[config.mk]
export PLATFORM = sky130hd
export DESIGN_NAME = board_ctrl_regs
export DESIGN_NICKNAME = d
export VERILOG_FILES = /design/src/rtl/bcr_pkg.sv /design/src/rtl/bcr_decode.sv /design/src/rtl/bcr_state.sv /design/src/rtl/bcr_rdmux.sv /design/src/rtl/board_ctrl_regs.sv
export SDC_FILE = /design/constraint.sdc
export NUM_CORES = 1
export LEC_CHECK = 0
export CAP_MARGIN = 20
export CORE_MARGIN = 5
export CORE_UTILIZATION = 45
export CTS_CLUSTER_SIZE = 25
export DETAILED_ROUTE_END_ITERATION = 8
export PLACE_DENSITY = 0.77
export SYNTH_ARGS = -nofsm -noshare
export SYNTH_HDL_FRONTEND = slang
export SYNTH_HIERARCHICAL = 1
export SYNTH_SLANG_ARGS = --single-unit
[constraint.sdc]
create_clock -name clk -period 1.3 [get_ports clk]
set_clock_uncertainty 0.05 [all_clocks]
set_input_delay 0.13 -clock clk [delete_from_list [all_inputs] [get_ports clk]]
set_output_delay 0.13 -clock clk [all_outputs]
set_load 0.02 [all_outputs]
[src/rtl/bcr_pkg.sv]
package bcr_pkg;

   localparam int PORT_W   = 16;
   localparam int BYTE_W   = 8;
   localparam int NUM_LOCK = 2;

   localparam logic [PORT_W-1:0] P_SPECIAL = 16'h0092;
   localparam logic [PORT_W-1:0] P_ID_CPU  = 16'h0800;
   localparam logic [PORT_W-1:0] P_ID_FEAT = 16'h0802;
   localparam logic [PORT_W-1:0] P_ID_STAT = 16'h0803;
   localparam logic [PORT_W-1:0] P_LIGHT   = 16'h0808;
   localparam logic [PORT_W-1:0] P_EQUIP   = 16'h080C;
   localparam logic [PORT_W-1:0] P_LOCK1   = 16'h0810;
   localparam logic [PORT_W-1:0] P_LOCK2   = 16'h0812;
   localparam logic [PORT_W-1:0] P_CACHEINV = 16'h0814;
   localparam logic [PORT_W-1:0] P_KEYSW   = 16'h0818;
   localparam logic [PORT_W-1:0] P_SYSCTL  = 16'h081C;
   localparam logic [PORT_W-1:0] P_L2STAT  = 16'h0823;
   localparam logic [PORT_W-1:0] P_MAPTYPE = 16'h0850;

   typedef enum logic [3:0] {
      SEL_NONE,
      SEL_SPECIAL,
      SEL_ID_CPU,
      SEL_ID_FEAT,
      SEL_ID_STAT,
      SEL_LIGHT,
      SEL_EQUIP,
      SEL_LOCK1,
      SEL_LOCK2,
      SEL_CACHEINV,
      SEL_KEYSW,
      SEL_SYSCTL,
      SEL_L2STAT,
      SEL_MAPTYPE
   } port_sel_e;

   function automatic port_sel_e lock_sel(input int idx);
      return (idx == 0) ? SEL_LOCK1 : SEL_LOCK2;
   endfunction

endpackage

[src/rtl/bcr_decode.sv]
module bcr_decode
   import bcr_pkg::*;
#(
   parameter int ADDR_W = 16
)(
   input  logic [ADDR_W-1:0] addr,
   output port_sel_e         sel,
   output logic              wr_known
);

   initial begin
      if (ADDR_W < 12)
         $error("bcr_decode: ADDR_W must cover the 0x0800 port range");
   end

   always_comb begin
      sel = SEL_NONE;
      if      (addr == ADDR_W'(P_SPECIAL))  sel = SEL_SPECIAL;
      else if (addr == ADDR_W'(P_ID_CPU))   sel = SEL_ID_CPU;
      else if (addr == ADDR_W'(P_ID_FEAT))  sel = SEL_ID_FEAT;
      else if (addr == ADDR_W'(P_ID_STAT))  sel = SEL_ID_STAT;
      else if (addr == ADDR_W'(P_LIGHT))    sel = SEL_LIGHT;
      else if (addr == ADDR_W'(P_EQUIP))    sel = SEL_EQUIP;
      else if (addr == ADDR_W'(P_LOCK1))    sel = SEL_LOCK1;
      else if (addr == ADDR_W'(P_LOCK2))    sel = SEL_LOCK2;
      else if (addr == ADDR_W'(P_CACHEINV)) sel = SEL_CACHEINV;
      else if (addr == ADDR_W'(P_KEYSW))    sel = SEL_KEYSW;
      else if (addr == ADDR_W'(P_SYSCTL))   sel = SEL_SYSCTL;
      else if (addr == ADDR_W'(P_L2STAT))   sel = SEL_L2STAT;
      else if (addr == ADDR_W'(P_MAPTYPE))  sel = SEL_MAPTYPE;
   end

   // Ports that accept writes (including ignored read-only ones)
   always_comb begin
      unique case (sel)
         SEL_SPECIAL, SEL_ID_CPU, SEL_ID_FEAT, SEL_ID_STAT, SEL_LIGHT,
         SEL_LOCK1, SEL_LOCK2, SEL_CACHEINV, SEL_SYSCTL, SEL_MAPTYPE:
            wr_known = 1'b1;
         default:
            wr_known = 1'b0;
      endcase
   end

endmodule

[src/rtl/bcr_state.sv]
module bcr_state
   import bcr_pkg::*;
#(
   parameter int DATA_W   = 8,
   parameter int SYSCTL_W = 4,
   parameter int N_LOCK   = NUM_LOCK
)(
   input  logic                clk,
   input  logic                rst_n,
   input  logic                wr,
   input  port_sel_e           sel,
   input  logic                wr_known,
   input  logic [DATA_W-1:0]   wdata,
   output logic                reset_req,
   output logic                le_flag,
   output logic                light,
   output logic [SYSCTL_W-1:0] sysctl,
   output logic                map_sel,
   output logic [N_LOCK-1:0]   lock_pls,
   output logic                err_wr
);

   initial begin
      if (SYSCTL_W < 1 || SYSCTL_W > DATA_W)
         $error("bcr_state: SYSCTL_W must be 1..DATA_W");
      if (DATA_W < 2)
         $error("bcr_state: DATA_W must hold reset and endian bits");
      if (N_LOCK < 1 || N_LOCK > 2)
         $error("bcr_state: N_LOCK must be 1 or 2");
   end

   logic wr_special, wr_light, wr_sysctl, wr_map;
   assign wr_special = wr && (sel == SEL_SPECIAL);
   assign wr_light   = wr && (sel == SEL_LIGHT);
   assign wr_sysctl  = wr && (sel == SEL_SYSCTL);
   assign wr_map     = wr && (sel == SEL_MAPTYPE);

   always_ff @(posedge clk or negedge rst_n) begin
      if (!rst_n) begin
         reset_req <= 1'b0;
         le_flag   <= 1'b0;
      end else if (wr_special) begin
         reset_req <= wdata[0];
         le_flag   <= wdata[1];
      end
   end

   always_ff @(posedge clk or negedge rst_n) begin
      if (!rst_n)        light <= 1'b0;
      else if (wr_light) light <= wdata[0];
   end

   always_ff @(posedge clk or negedge rst_n) begin
      if (!rst_n)         sysctl <= '0;
      else if (wr_sysctl) sysctl <= wdata[SYSCTL_W-1:0];
   end

   always_ff @(posedge clk or negedge rst_n) begin
      if (!rst_n)      map_sel <= 1'b0;
      else if (wr_map) map_sel <= wdata[0];
   end

   for (genvar g = 0; g < N_LOCK; g++) begin : g_lock
      always_ff @(posedge clk or negedge rst_n) begin
         if (!rst_n) lock_pls[g] <= 1'b0;
         else        lock_pls[g] <= wr && (sel == lock_sel(g));
      end
   end

   always_ff @(posedge clk or negedge rst_n) begin
      if (!rst_n) err_wr <= 1'b0;
      else        err_wr <= wr && !wr_known;
   end

   // two lock pulses never coincide
   a_r6_locks_exclusive: assert property (@(posedge clk) disable iff (!rst_n)
      $onehot0(lock_pls));

   // error flag and lock pulses never coincide
   a_r11_err_not_lock: assert property (@(posedge clk) disable iff (!rst_n)
      err_wr |-> (lock_pls == '0));

   // reset request moves only after a special-port write
   a_r2_req_stable: assert property (@(posedge clk) disable iff (!rst_n)
      !$past(wr_special) |-> $stable(reset_req) && $stable(le_flag));

   // system control changes only after its write
   a_r7_sysctl_stable: assert property (@(posedge clk) disable iff (!rst_n)
      !$past(wr_sysctl) |-> $stable(sysctl));

endmodule

[src/rtl/bcr_rdmux.sv]
module bcr_rdmux
   import bcr_pkg::*;
#(
   parameter int          DATA_W    = 8,
   parameter int          SYSCTL_W  = 4,
   parameter logic [7:0]  ID_CPU    = 8'hEF,
   parameter logic [7:0]  ID_FEAT   = 8'hAD,
   parameter logic [7:0]  ID_STAT   = 8'hE0,
   parameter logic [7:0]  EQUIP     = 8'h3C,
   parameter logic [7:0]  EXT_FEAT  = 8'h39,
   parameter logic [7:0]  L2_STAT   = 8'h03
)(
   input  logic                clk,
   input  logic                rst_n,
   input  logic                rd,
   input  port_sel_e           sel,
   input  logic [SYSCTL_W-1:0] sysctl,
   input  logic                map_sel,
   output logic [DATA_W-1:0]   rdata
);

   initial begin
      if (DATA_W != BYTE_W)
         $error("bcr_rdmux: port bus is byte wide");
   end

   logic [DATA_W-1:0] sysctl_ext;
   if (SYSCTL_W == DATA_W) begin : g_sc_full
      assign sysctl_ext = sysctl;
   end else begin : g_sc_pad
      assign sysctl_ext = {{(DATA_W-SYSCTL_W){1'b0}}, sysctl};
   end

   logic [DATA_W-1:0] rd_next;
   always_comb begin
      unique case (sel)
         SEL_SPECIAL: rd_next = '0;
         SEL_ID_CPU:  rd_next = ID_CPU;
         SEL_ID_FEAT: rd_next = ID_FEAT;
         SEL_ID_STAT: rd_next = ID_STAT;
         SEL_EQUIP:   rd_next = EQUIP;
         SEL_LOCK1:   rd_next = EXT_FEAT;
         SEL_KEYSW:   rd_next = '0;
         SEL_SYSCTL:  rd_next = sysctl_ext;
         SEL_L2STAT:  rd_next = L2_STAT;
         SEL_MAPTYPE: rd_next = {{(DATA_W-1){1'b0}}, map_sel};
         default:     rd_next = '1;
      endcase
   end

   always_ff @(posedge clk or negedge rst_n) begin
      if (!rst_n)  rdata <= '0;
      else if (rd) rdata <= rd_next;
   end

   // read data holds when no read was sampled
   a_r10_rdata_hold: assert property (@(posedge clk) disable iff (!rst_n)
      !$past(rd) |-> $stable(rdata));

endmodule

[src/rtl/board_ctrl_regs.sv]
module board_ctrl_regs
   import bcr_pkg::*;
(
   input  logic        clk,
   input  logic        rst_n,
   input  logic [15:0] io_addr,
   input  logic [7:0]  io_wdata,
   input  logic        io_rd,
   input  logic        io_wr,
   output logic [7:0]  io_rdata,
   output logic        cpu_reset_req,
   output logic        le_mode,
   output logic        disk_light,
   output logic [3:0]  sys_ctrl,
   output logic        io_map_sel,
   output logic [1:0]  lock_toggle,
   output logic        bad_wr
);

   localparam int SYSCTL_W = 4;

   port_sel_e sel;
   logic      wr_known;

   bcr_decode #(.ADDR_W(PORT_W)) u_dec (
      .addr     (io_addr),
      .sel      (sel),
      .wr_known (wr_known)
   );

   bcr_state #(.DATA_W(BYTE_W), .SYSCTL_W(SYSCTL_W), .N_LOCK(NUM_LOCK)) u_st (
      .clk       (clk),
      .rst_n     (rst_n),
      .wr        (io_wr),
      .sel       (sel),
      .wr_known  (wr_known),
      .wdata     (io_wdata),
      .reset_req (cpu_reset_req),
      .le_flag   (le_mode),
      .light     (disk_light),
      .sysctl    (sys_ctrl),
      .map_sel   (io_map_sel),
      .lock_pls  (lock_toggle),
      .err_wr    (bad_wr)
   );

   bcr_rdmux #(.DATA_W(BYTE_W), .SYSCTL_W(SYSCTL_W)) u_rd (
      .clk     (clk),
      .rst_n   (rst_n),
      .rd      (io_rd),
      .sel     (sel),
      .sysctl  (sys_ctrl),
      .map_sel (io_map_sel),
      .rdata   (io_rdata)
   );

   // reset request follows bit 0 of a special-port write
   a_r2_req_follows: assert property (@(posedge clk) disable iff (!rst_n)
      ($past(io_wr) && $past(io_addr) == P_SPECIAL) |->
         (cpu_reset_req == $past(io_wdata[0])) && (le_mode == $past(io_wdata[1])));

   // a lock pulse follows a write to its port
   a_r6_lock1_cause: assert property (@(posedge clk) disable iff (!rst_n)
      lock_toggle[0] |-> $past(io_wr) && ($past(io_addr) == P_LOCK1));

   // error flag follows a write
   a_r11_err_cause: assert property (@(posedge clk) disable iff (!rst_n)
      bad_wr |-> $past(io_wr));

   // map mode changes only after a map-type write
   a_r8_map_stable: assert property (@(posedge clk) disable iff (!rst_n)
      !($past(io_wr) && $past(io_addr) == P_MAPTYPE) |-> $stable(io_map_sel));

endmodule

==> run metrics <==
DIE HEIGHT=64.70 um; post-layout util=0.9117; CTS Buf Count=3; depth of the worst register-to-register path=4; CP Class=input port to flip-flop; most common cell in the synthesized netlist=dfrtp_1; launch point of the worst reg-to-reg path=u_st/map_sel$_DFFE_PN0P_; total setup violations reported at the end of the flow=19; PD cells=481.2 mW/mm2; register area share after synthesis=0.3532; Metal-1 WL=2207 um; Area contributors post-synth=dfrtp_1 35%, mux2_2 6.7%, nor4b_4 3.5%, nand2_1 3.1%, xnor2_1 2.6%; Mapped Area=0.001346 mm2; first-pass GRT wire length=8176 um; Fmax=515.9 MHz; Final WS setup=-0.6382 ns; arrival time worst endpoint=2.08 ns; Slew Viols, Final=0; vias in the first global route=1656; DR WL met2=3182 um; clock sink total=19; Post-synth EDFFs=0; CP Launch Point=io_addr[12]; routed vias/inst=6.125; top-area cell type share of the netlist area=0.3532; final hold violations=0; # DRC=0; MaxCap Viol Count=0; syn_nets=168; VDD IR-drop max=0.6864 mV; Placer Congestion=0.8059; failing checks=setup timing; Die Area=0.004185 mm2; synth cell count leaders=19 x dfrtp_1, 11 x nand2_1, 9 x nor2_1; Clock Pin Slew Worst Setup and Hold Paths=0.12 ns; YS warnings=6; initial core utilization=0.4799; FILL cells=111; # port buffers=42; Avg Cell Area, Syn=9.616 um2; worst slew pin tran=0.3597 ns; Setup crit end kind=flip-flop; asr flop ratio synth=1.000; final setup TNS=-9.563 ns; Vias=1623; Reg-to-Reg End=u_rd/rdata[0]$_DFFE_PN0P_; Longest Clk Path Bufs=2; GR Util All Layers=0.2496; Period minus WS final=1.938 ns; Critical Path RT=1.44 ns; RSZ-0062 raised after global routing=yes; core area=0.002805 mm2; Leak=1.169 nW; pre-CTS setup slack=-1.243 ns; Syn Inst Count=140; P&R area growth vs syn=89.96%; Post-CTS Hold Buffers=0; Worst Hold Class=input port to asynchronous set/reset pin; Routed met3 length=500 um; initial antenna violation count=0; R2R setup slack=0.08 ns; multi-input gate area in the final layout=0.001081 mm2; GRT overflow=0; top layer in use=met4; worst-path maximum fanout=8; row count=19; drt first pass iters=5; ys flop type=dfrtp_1; number of synthesized register bits=19; critical path startpoint category=input port; WL final=6148 um; post-synthesis cell type count=49; die width=64.70 um; Clock H-tree levels=1; per-cell routed wire length=23.20 um; final worst-path cycle share=1.491; fraction of layout cells with a size suffix above 1=0.5427; ANT cells=0; Final HPWL DP=2973 um; antenna-violating nets left=0; clk root buf=clkbuf_4; Worst slew margin=0.7594; pin count of the biggest net entering global routing=20; Storage cell area=475.5 um2; fin nets=263; Synth area leader=dfrtp_1; Iteration-0 DRC Markers=175; status=finished with violations; I/O pin count=47; CTS tree=built; Worst-Skew Late Latency=0.31 ns
layer usage:
layer / up-vias / track usage
li1: 699 / -
met1: 787 / 0.2948
met2: 113 / 0.4433
met3: 24 / 0.05527
met4: 0 / 0.09235
met5: - / 0
cells by family after synthesis:
| family | synth area share |
|---|---|
| and+or+nand+nor | 0.3086 |
| AOI/OAI and AO/OA | 0.1394 |
| DFF | 0.3532 |
| buffers and inverters | 0.07620 |
| muxes | 0.09015 |
| xor gates and xnor gates | 0.03253 |
state kept, by name, indices dropped and copies added, names as in the netlist:
name            flops
u_st/le_flag        1
u_rd/rdata          8
u_st/sysctl         4
u_st/lock_pls       2
u_st/light          1
u_st/reset_req      1
u_st/err_wr         1
u_st/map_sel        1
per-stage QoR:
stage	std cells	total power, W	hold slack, ns	cell area, um2
6_report	265	0.001231	0.1039	2557
5_1_grt	265	0.001297	0.1166	2557
4_1_cts	259	0.001212	0.1153	2426
3_5_place_dp	242	0.0008869	0.4474	2083
3_3_place_gp	242	0.0008814	0.4335	2083
2_1_floorplan	140	0.0007216	-0.2156	1410
cell usage in the layout (no fill, tap or decap), drive strengths merged, types with 2 or more instances in the layout:
master and count:
nor3 8, xnor2 4, mux2 9, nand2 12
mux2i 2, nand3 3, clkdlybuf4s15 5, nor2 9
o22ai 3, dlygate4sd2 17, nor2b 4, nand2b 4
clkdlybuf4s50 7, inv 8, o2111ai 2, dfrtp 19
nor3b 2, clkbuf 3, and2b 4, a31oi 3
nand3b 2, nor4b 2, nor4 4, buf 70
a21oi 5, o21ai 7, nand4b 2
worst max-delay path: stages:
cell and delay (ns):
clkdlybuf4s15_1 0.21, nor4_4 0.25, nand3_4 0.17, buf_6 0.15
and4b_2 0.35, buf_6 0.19, nand3b_1 0.15, nor2b_4 0.17
o21ai_2 0.19, o22ai_1 0.12
area by class of cell:
class                   instances  area share
clock buffers                   3    0.008806
clock inverters                 1    0.001957
inverters                       8     0.01174
multi-input cells             104      0.4227
flip-flops and latches         19      0.1859
well taps                      31     0.01517
repair buffers                 99      0.3537
worst max path at each step:
stage,end,depth (start not counted)
6_report,u_rd/rdata[2]$_DFFE_PN0P_,10
5_1_grt,u_rd/rdata[2]$_DFFE_PN0P_,10
4_1_cts,u_rd/rdata[3]$_DFFE_PN0P_,10
3_5_place_dp,u_st/light$_DFFE_PN0P_,8
3_3_place_gp,u_st/sysctl[1]$_DFFE_PN0P_,8
2_1_floorplan,u_st/sysctl[0]$_DFFE_PN0P_,7
where the power goes:
part           switching, W  total, W  leakage (nW)  internal (W)
logic              0.000154  0.000307         0.920      0.000152
clock network      0.000199  0.000314        0.0177      0.000115
registers        0.00000709  0.000610         0.231      0.000603
total              0.000361   0.00123          1.17      0.000870
repair_timing:
item                                    CTS  global route
endpoints found under the setup margin   38            20
cloned                                    1             0
pin swaps                                31            17
setup buffers                            14             7
resized for setup                       144            17
Note: power is estimated with default switching activity, not from simulation.
